## config.mk

```make
export PLATFORM = sky130hd
export DESIGN_NAME = rtc_spi_regfile
export DESIGN_NICKNAME = d
export VERILOG_FILES = /design/src/rtl/rtcs_pkg.sv /design/src/rtl/rtcs_sync.sv /design/src/rtl/rtcs_spi_shift.sv /design/src/rtl/rtcs_ram.sv /design/src/rtl/rtc_spi_regfile.sv
export SDC_FILE = /design/constraint.sdc
export NUM_CORES = 1
export LEC_CHECK = 0
export ABC_AREA = 1
export BUFFER_PORTS_ARGS = -buffer_cell sky130_fd_sc_hd__buf_2
export CAP_MARGIN = 10
export CORE_UTILIZATION = 25
export CTS_CLUSTER_DIAMETER = 50
export DETAILED_ROUTE_END_ITERATION = 10
export GPL_ROUTABILITY_DRIVEN = 1
export PLACE_DENSITY = 0.5
export SYNTH_ARGS = -nofsm -noshare
export SYNTH_HDL_FRONTEND = slang
export SYNTH_HIERARCHICAL = 1
export SYNTH_SLANG_ARGS = --single-unit
export TNS_END_PERCENT = 20
```

## constraint.sdc

```tcl
create_clock -name clk -period 3.44 [get_ports clk]
set_input_delay 0.344 -clock clk [delete_from_list [all_inputs] [get_ports clk]]
set_output_delay 0.344 -clock clk [all_outputs]
set_load 0.01 [all_outputs]
```

## src/rtl/rtcs_pkg.sv

```systemverilog
`timescale 1ns/1ps
package rtcs_pkg;
   localparam int BYTE_W = 8;
   localparam int IDX_W  = 5;
   localparam logic [IDX_W-1:0] BURST_IDX = '1;

   // command byte layout: read flag, space select, index, write-enable
   typedef struct packed {
      logic             rd;
      logic             ram;
      logic [IDX_W-1:0] idx;
      logic             wen;
   } cmd_t;
endpackage

```

## src/rtl/rtcs_sync.sv

```systemverilog
`timescale 1ns/1ps
module rtcs_sync #(
   parameter int WIDTH  = 1,
   parameter int STAGES = 2,
   parameter logic [WIDTH-1:0] RST_VAL = '0
) (
   input  logic             clk,
   input  logic             rst_n,
   input  logic [WIDTH-1:0] d,
   output logic [WIDTH-1:0] q
);
   if (STAGES < 2) begin : g_bad_stages
      $error("rtcs_sync: STAGES must be at least 2");
   end

   logic [WIDTH-1:0] st [STAGES];

   for (genvar g = 0; g < STAGES; g++) begin : g_stage
      always_ff @(posedge clk or negedge rst_n) begin
         if (!rst_n)      st[g] <= RST_VAL;
         else if (g == 0) st[g] <= d;
         else             st[g] <= st[(g == 0) ? 0 : g-1];
      end
   end

   assign q = st[STAGES-1];
endmodule

```

## src/rtl/rtcs_spi_shift.sv

```systemverilog
`timescale 1ns/1ps
module rtcs_spi_shift #(
   parameter int SYNC_STAGES = 2
) (
   input  logic       clk,
   input  logic       rst_n,
   input  logic       sclk,
   input  logic       cs_n,
   input  logic       mosi,
   input  logic       tx_en,
   input  logic       tx_load,
   input  logic [7:0] tx_byte,
   output logic       cs_act,
   output logic       byte_vld,
   output logic [7:0] rx_byte,
   output logic       miso
);
   logic [2:0] s_bus;
   logic       sclk_d;
   logic [2:0] bit_cnt;
   logic [6:0] rx_sr;
   logic [7:0] tx_sr;

   rtcs_sync #(.WIDTH(3), .STAGES(SYNC_STAGES), .RST_VAL(3'b010)) u_sync (
      .clk(clk), .rst_n(rst_n), .d({sclk, cs_n, mosi}), .q(s_bus)
   );

   assign cs_act = ~s_bus[1];
   wire rise = s_bus[2] & ~sclk_d & cs_act;
   wire fall = ~s_bus[2] & sclk_d & cs_act;

   always_ff @(posedge clk or negedge rst_n) begin
      if (!rst_n) begin
         sclk_d   <= 1'b0;
         bit_cnt  <= '0;
         rx_sr    <= '0;
         tx_sr    <= '0;
         rx_byte  <= '0;
         byte_vld <= 1'b0;
         miso     <= 1'b0;
      end else begin
         sclk_d   <= s_bus[2];
         byte_vld <= 1'b0;
         if (!cs_act) begin
            bit_cnt <= '0;
            miso    <= 1'b0;
         end else begin
            if (rise) begin
               rx_sr   <= {rx_sr[5:0], s_bus[0]};
               bit_cnt <= bit_cnt + 3'd1;
               if (bit_cnt == 3'd7) begin
                  byte_vld <= 1'b1;
                  rx_byte  <= {rx_sr, s_bus[0]};
               end
            end
            if (fall) begin
               if (tx_en) begin
                  miso  <= tx_sr[7];
                  tx_sr <= {tx_sr[6:0], 1'b0};
               end else begin
                  miso <= 1'b0;
               end
            end
            if (tx_load) tx_sr <= tx_byte;
         end
      end
   end

   a_r13_cnt_clear: assert property (@(posedge clk) disable iff (!rst_n)
      !cs_act |=> (bit_cnt == 3'd0));
   a_r1_miso_idle: assert property (@(posedge clk) disable iff (!rst_n)
      !cs_act |=> !miso);
endmodule

```

## src/rtl/rtcs_ram.sv

```systemverilog
`timescale 1ns/1ps
module rtcs_ram #(
   parameter int DEPTH = 31,
   localparam int AW = (DEPTH > 1) ? $clog2(DEPTH) : 1
) (
   input  logic          clk,
   input  logic          rst_n,
   input  logic          we,
   input  logic [AW-1:0] waddr,
   input  logic [7:0]    wdata,
   input  logic [AW-1:0] raddr,
   output logic [7:0]    rdata
);
   localparam logic [AW:0] DEP = (AW+1)'(DEPTH);

   logic [7:0] mem [DEPTH];

   for (genvar g = 0; g < DEPTH; g++) begin : g_word
      always_ff @(posedge clk or negedge rst_n) begin
         if (!rst_n)                            mem[g] <= '0;
         else if (we && waddr == AW'(g))        mem[g] <= wdata;
      end
   end

   assign rdata = ({1'b0, raddr} < DEP) ? mem[raddr] : 8'h00;

   a_r9_waddr_range: assert property (@(posedge clk) disable iff (!rst_n)
      we |-> ({1'b0, waddr} < DEP));
endmodule

```

## src/rtl/rtc_spi_regfile.sv

```systemverilog
`timescale 1ns/1ps
module rtc_spi_regfile
   import rtcs_pkg::*;
#(
   parameter int NCLK        = 8,
   parameter int RAM_DEPTH   = 31,
   parameter int SYNC_STAGES = 2
) (
   input  logic              clk,
   input  logic              rst_n,
   input  logic              spi_sclk,
   input  logic              spi_cs_n,
   input  logic              spi_mosi,
   output logic              spi_miso,
   input  logic              tk_load,
   input  logic [8*NCLK-1:0] tk_din,
   output logic [8*NCLK-1:0] cal_q,
   output logic              upd_stb
);
   localparam int PW = 6;
   localparam int CW = $clog2(NCLK);
   localparam int AW = (RAM_DEPTH > 1) ? $clog2(RAM_DEPTH) : 1;
   localparam logic [PW-1:0]    RAM_LIM  = PW'(RAM_DEPTH);
   localparam logic [PW-1:0]    CLK_LIM  = PW'(NCLK);
   localparam logic [PW-1:0]    CLK_LAST = PW'(NCLK - 1);
   localparam logic [IDX_W-1:0] RAM_ILIM = IDX_W'(RAM_DEPTH);
   localparam logic [IDX_W-1:0] CLK_ILIM = IDX_W'(NCLK);

   if (NCLK < 2 || NCLK > 31) begin : g_bad_nclk
      $error("rtc_spi_regfile: NCLK out of range");
   end
   if (RAM_DEPTH < 1 || RAM_DEPTH > 31) begin : g_bad_depth
      $error("rtc_spi_regfile: RAM_DEPTH out of range");
   end

   logic          cs_act, byte_vld;
   logic [7:0]    rx_byte, rd_byte, ram_rd;
   cmd_t          cmd_q;
   logic          have_cmd;
   logic [PW-1:0] ptr, sel_ptr;
   logic [7:0]    creg  [NCLK];
   logic [7:0]    stage [NCLK-1];

   rtcs_spi_shift #(.SYNC_STAGES(SYNC_STAGES)) u_shift (
      .clk(clk), .rst_n(rst_n), .sclk(spi_sclk), .cs_n(spi_cs_n), .mosi(spi_mosi),
      .tx_en(have_cmd & cmd_q.rd), .tx_load(byte_vld), .tx_byte(rd_byte),
      .cs_act(cs_act), .byte_vld(byte_vld), .rx_byte(rx_byte), .miso(spi_miso)
   );

   // read side: the byte for the next slot is prepared when a byte completes
   logic             sel_ram, sel_burst;
   logic [IDX_W-1:0] sel_idx;
   logic [AW-1:0]    ram_raddr;
   always_comb begin
      sel_ram   = have_cmd ? cmd_q.ram : rx_byte[6];
      sel_idx   = have_cmd ? cmd_q.idx : rx_byte[5:1];
      sel_ptr   = !have_cmd ? '0 : ((ptr == '1) ? ptr : ptr + 1'b1);
      sel_burst = (sel_idx == BURST_IDX);
      ram_raddr = sel_burst ? sel_ptr[AW-1:0] : sel_idx[AW-1:0];
      rd_byte   = 8'h00;
      if (sel_ram) begin
         if (sel_burst ? (sel_ptr < RAM_LIM) : (sel_ptr == '0 && sel_idx < RAM_ILIM))
            rd_byte = ram_rd;
      end else if (sel_burst) begin
         if (sel_ptr < CLK_LIM) rd_byte = creg[sel_ptr[CW-1:0]];
      end else if (sel_ptr == '0 && sel_idx < CLK_ILIM) begin
         rd_byte = creg[sel_idx[CW-1:0]];
      end
   end

   // write side decode
   logic          wr_go, q_burst, ram_we, stg_we, burst_commit, single_wr;
   logic [AW-1:0] ram_waddr;
   always_comb begin
      wr_go        = byte_vld & have_cmd & ~cmd_q.rd & cmd_q.wen;
      q_burst      = (cmd_q.idx == BURST_IDX);
      ram_we       = wr_go & cmd_q.ram &
                     (q_burst ? (ptr < RAM_LIM) : (ptr == '0 && cmd_q.idx < RAM_ILIM));
      ram_waddr    = q_burst ? ptr[AW-1:0] : cmd_q.idx[AW-1:0];
      stg_we       = wr_go & ~cmd_q.ram & q_burst & (ptr < CLK_LAST);
      burst_commit = wr_go & ~cmd_q.ram & q_burst & (ptr == CLK_LAST);
      single_wr    = wr_go & ~cmd_q.ram & ~q_burst & (ptr == '0) & (cmd_q.idx < CLK_ILIM);
   end

   rtcs_ram #(.DEPTH(RAM_DEPTH)) u_ram (
      .clk(clk), .rst_n(rst_n), .we(ram_we), .waddr(ram_waddr), .wdata(rx_byte),
      .raddr(ram_raddr), .rdata(ram_rd)
   );

   always_ff @(posedge clk or negedge rst_n) begin
      if (!rst_n) begin
         cmd_q    <= '0;
         have_cmd <= 1'b0;
         ptr      <= '0;
         upd_stb  <= 1'b0;
      end else begin
         upd_stb <= burst_commit | single_wr;
         if (byte_vld) begin
            if (!have_cmd) begin
               cmd_q    <= cmd_t'(rx_byte);
               have_cmd <= 1'b1;
               ptr      <= '0;
            end else if (ptr != '1) begin
               ptr <= ptr + 1'b1;
            end
         end else if (!cs_act) begin
            have_cmd <= 1'b0;
            ptr      <= '0;
         end
      end
   end

   always_ff @(posedge clk or negedge rst_n) begin
      if (!rst_n) begin
         for (int k = 0; k < NCLK; k++)   creg[k]  <= '0;
         for (int k = 0; k < NCLK-1; k++) stage[k] <= '0;
      end else begin
         if (!cs_act && !byte_vld)
            for (int k = 0; k < NCLK-1; k++) stage[k] <= '0;
         else if (stg_we)
            stage[ptr[CW-1:0]] <= rx_byte;
         if (burst_commit) begin
            for (int k = 0; k < NCLK-1; k++) creg[k] <= stage[k];
            creg[NCLK-1] <= rx_byte;
         end else if (single_wr) begin
            creg[cmd_q.idx[CW-1:0]] <= rx_byte;
         end else if (tk_load) begin
            for (int k = 0; k < NCLK; k++) creg[k] <= tk_din[8*k +: 8];
         end
      end
   end

   for (genvar g = 0; g < NCLK; g++) begin : g_out
      assign cal_q[8*g +: 8] = creg[g];
   end

   a_r12_upd_one_cycle: assert property (@(posedge clk) disable iff (!rst_n)
      upd_stb |=> !upd_stb);
   a_r4_protect_no_upd: assert property (@(posedge clk) disable iff (!rst_n)
      (byte_vld && have_cmd && !cmd_q.wen) |=> !upd_stb);
   a_r6_idle_no_upd: assert property (@(posedge clk) disable iff (!rst_n)
      (!cs_act && !byte_vld) |=> !upd_stb);
   a_r5_upd_after_byte: assert property (@(posedge clk) disable iff (!rst_n)
      upd_stb |-> $past(byte_vld));
   a_r11_load_quiet: assert property (@(posedge clk) disable iff (!rst_n)
      (tk_load && !byte_vld) |=> !upd_stb);
endmodule

```

==> impl_metrics.py <==
metrics = {
    "outcome": {
        "status": "finished, final reports clean",
    },
    "synthesis": {
        "synth-seq-cells": 419,
        "ys_warn_count": 6,
        "ys_types": 37,
        "synthFlopType": "dfrtp_1",
        "yosysSeqAreaShare": 0.472,
        "netlist_area_um2": 22200,
        "synth-edff-count": 0,
        "syn_avg_cell_area_um2": 7.12,
        "syn_nets": 3194,
        "synthArstFlopShare": 1.00,
        "synthCells": 3120,
    },
    "drt": {
        "drc": 0,
        "vias": 20800,
        "antenna_left": 0,
        "finalWirelength_um": 79100,
        "routedWlPerCell_um": 17.6,
        "drt_iter0_markers": 1723,
        "via_per_inst": 4.61,
        "drt_first_pass_iters": 5,
    },
    "clock_network": {
        "insertion_delay_ns": 0.60,
        "htreeDepth": 3,
        "cts.path.max_buffers": 3,
        "clk_pin_slew_ns": 0.05,
        "cts_sinks": 419,
        "cts_tree": "built",
        "cts_made_buffers": 73,
        "root_buffer": "clkbuf_16",
    },
    "critical_path": {
        "reg2reg_slack_ns": 0.28,
        "cpPeakStageDelay_ns": 0.46,
        "cp-endpoint": "u_shift/tx_sr[2]",
        "cp.required_ns": 3.93,
        "regToRegStartpoint": "have_cmd",
        "cp_num_buf_inv": 7,
        "startpoint_type": "register",
        "worstSetupEndpointType": "register",
        "r2r_end": "u_shift/tx_sr[2]",
        "startpoint": "have_cmd",
        "worst-setup-path-type": "register to register",
        "cp_common_cell": "nand2_1",
        "cpLargestDelayFamily": "simple AND/OR/NAND/NOR gates",
        "crit_path_cell_trace": "buf_2 -> buf_4 -> nand2_1 -> nand2_1 -> nand2_2 -> inv_2 -> buf_4 -> a21oi_2 -> buf_4 -> nand2_1 -> inv_1 -> nand3_1 -> nand2_1 -> nor2_1 -> nor2_1 -> nor2_1 -> nand2_1 -> nand2_1 -> nand2_1 -> inv_1 -> nand2_1 -> o21ai_0 -> nand2_1 -> nand2_1",
        "ff2ff_path_depth": 24,
        "cpMaxStageDelayCell": "dfrtp_2",
        "cp.depth": 24,
        "cp_max_fo": 16,
        "worstPathArrival_ns": 3.65,
    },
    "sta": {
        "min_period_ns": 3.16,
        "slew_headroom": 0.435,
        "finalCritPeriodShare": 0.920,
        "fin_setup_tns_ns": 0,
        "rsz0062_at_grt": "false",
        "slew_viol_final": 0,
        "setup_viol": 0,
        "finalClockSkew_ns": 0.0248,
        "fmax_mhz": 316,
        "hold_viol": 0,
        "worst_slew_pin_slew_ns": 0.847,
    },
    "cells_and_area": {
        "multi_input_area_um2": 9690,
        "final_common_cell": "nand2_1",
        "syn_to_final_growth_pct": 23.0,
        "fin_nets": 3365,
        "num-fill-cells": 9475,
        "drive_gt1_frac": 0.135,
        "ff_latch_area_um2": 10500,
        "fin_area_um2": 27300,
        "layout_common_cells": "nand2_1 (1157), dfrtp_1 (416), o21ai_0 (352)",
    },
    "placement": {
        "place_hpwl_um": 55500,
        "gp_congestion": 0.886,
        "portBuffers": 135,
        "dpl-instance-area_um2": 24600,
    },
    "grt": {
        "grt_usage": 0.175,
        "grt_pass1_vias": 19900,
        "grt_start_max_net_pins": 90,
        "antenna_found_initial": 1,
        "overflow": 0,
        "grt_pass1_wl_um": 122000,
    },
    "floorplan": {
        "die_y_um": 300,
        "chipWidth_um": 300,
        "rows": 108,
        "start_util": 0.254,
        "die_area_um2": 90100,
        "pin_count": 136,
        "fp.coreArea_um2": 87400,
    },
    "job": {
        "drv_cap": 0,
    },
    "worst_hold_path": {
        "hold_depth": 5,
        "hold_class": "primary input to register",
    },
    "pwr": {
        "powerDensity_nw_per_um2": 488,
        "p_leak_nw": 13.2,
        "vdd_drop_max_mv": 0.268,
    },
}
[power by group]
part           total (mW)  switching [mW]  internal, mW
Clock                7.56            2.74          4.82
Sequential           5.13           0.106          5.03
Combinational       0.647           0.440         0.206
Total                13.3            3.29          10.0
[timing repair]
item / CTS / global route
resized for setup: 0 / 19
endpoints found under the hold margin: 80 / 0
endpoints found under the setup margin: 0 / 12
setup buffers: 0 / 9
hold buffers: 4 / 0
[tightest hold or removal path: cells and delay by family]
family	cells	cell delay [ns]
compound gates	1	0.06
buf+inv	1	0.07
simple gates	3	0.16
[registers in the layout, indices dropped and copies added (netlist names), 3 cells and up]
signal,count
u_shift/u_sync/st,3
u_ram/mem,248
u_shift/rx_byte,8
ptr,6
u_shift/bit_cnt,3
u_shift/u_sync/q,3
u_shift/rx_sr,7
cal_q,64
stage,56
u_shift/tx_sr,8
cmd_q,8
[worst min-delay path by stage]
| stage | startpoint | endpoint | slack, ns |
|---|---|---|---|
| 2_1_floorplan | rst_n | cal_q[0] | 0.05 |
| 3_3_place_gp | u_shift/u_sync/st[5] | u_shift/u_sync/q[2] | 0.33 |
| 3_5_place_dp | u_shift/u_sync/st[3] | u_shift/u_sync/q[0] | 0.34 |
| 4_1_cts | tk_din[38] | cal_q[38] | 0.03 |
| 5_1_grt | tk_din[38] | cal_q[38] | 0.08 |
| 6_report | tk_din[38] | cal_q[38] | 0.05 |
[layout make-up]
cell class                      instances  share of cell area
Antenna cell                            1           0.0000915
Tap cell                             1155              0.0529
Sequential cell                       419               0.384
Inverter                              319              0.0443
Timing Repair Buffer                  273              0.0712
Clock inverter                         42              0.0183
Clock buffer                           91              0.0749
Multi-Input combinational cell       2205               0.355
[cell families (layout without fill, tap and decap cells)]
| kind of cell | after synthesis | in the layout | synth area share |
|---|---|---|---|
| AOI/OAI and AO/OA | 423 | 423 | 0.0988 |
| adders and majority gates | 4 | 4 | 0.00225 |
| and+or+nand+nor | 1777 | 1777 | 0.332 |
| DFF | 419 | 419 | 0.472 |
| buffers and inverters | 496 | 725 | 0.0944 |
| xor gates and xnor gates | 1 | 1 | 0.000394 |
| other | 0 | 1 | 0 |
[stage by stage]
step	util	hold slack (ns)	cells	power (mW)	setup WS [ns]
2_1_floorplan	-	0.0484	3120	5.46	0.239
3_3_place_gp	0.281	0.334	4357	5.87	0.273
3_5_place_dp	0.281	0.345	4357	5.86	0.205
4_1_cts	0.311	0.0254	4494	13.5	0.172
5_1_grt	0.313	0.0770	4504	13.8	0.00607
6_report	0.313	0.0525	4505	13.3	0.276
[per-layer routing]
layer	GRT usage	share of wire	routed length (µm)	vias to the layer above
li1	-	-	-	10300
met3	0.0246	0.048	3780	132
met4	0.0571	0.028	2230	0
met1	0.248	0.47	37200	9817
met2	0.274	0.45	35900	589
met5	0	0	0	-
[Yosys cell counts (all sizes together), types with 2 or more instances]
master / count / share of area
nor2: 204 / 0.036
a21boi: 2 / 0.00068
dfrtp: 417 / 0.47
a21oi: 10 / 0.0023
dfstp: 2 / 0.0024
nand3: 350 / 0.080
o21ai: 374 / 0.084
clkinv: 7 / 0.0012
o22ai: 25 / 0.0073
buf: 100 / 0.028
ha: 4 / 0.0023
nand2: 1168 / 0.20
o211ai: 9 / 0.0030
inv: 312 / 0.053
nor3: 11 / 0.0037
nand4: 42 / 0.014
clkbuf: 77 / 0.013
Power figures use the tool's default switching activity.
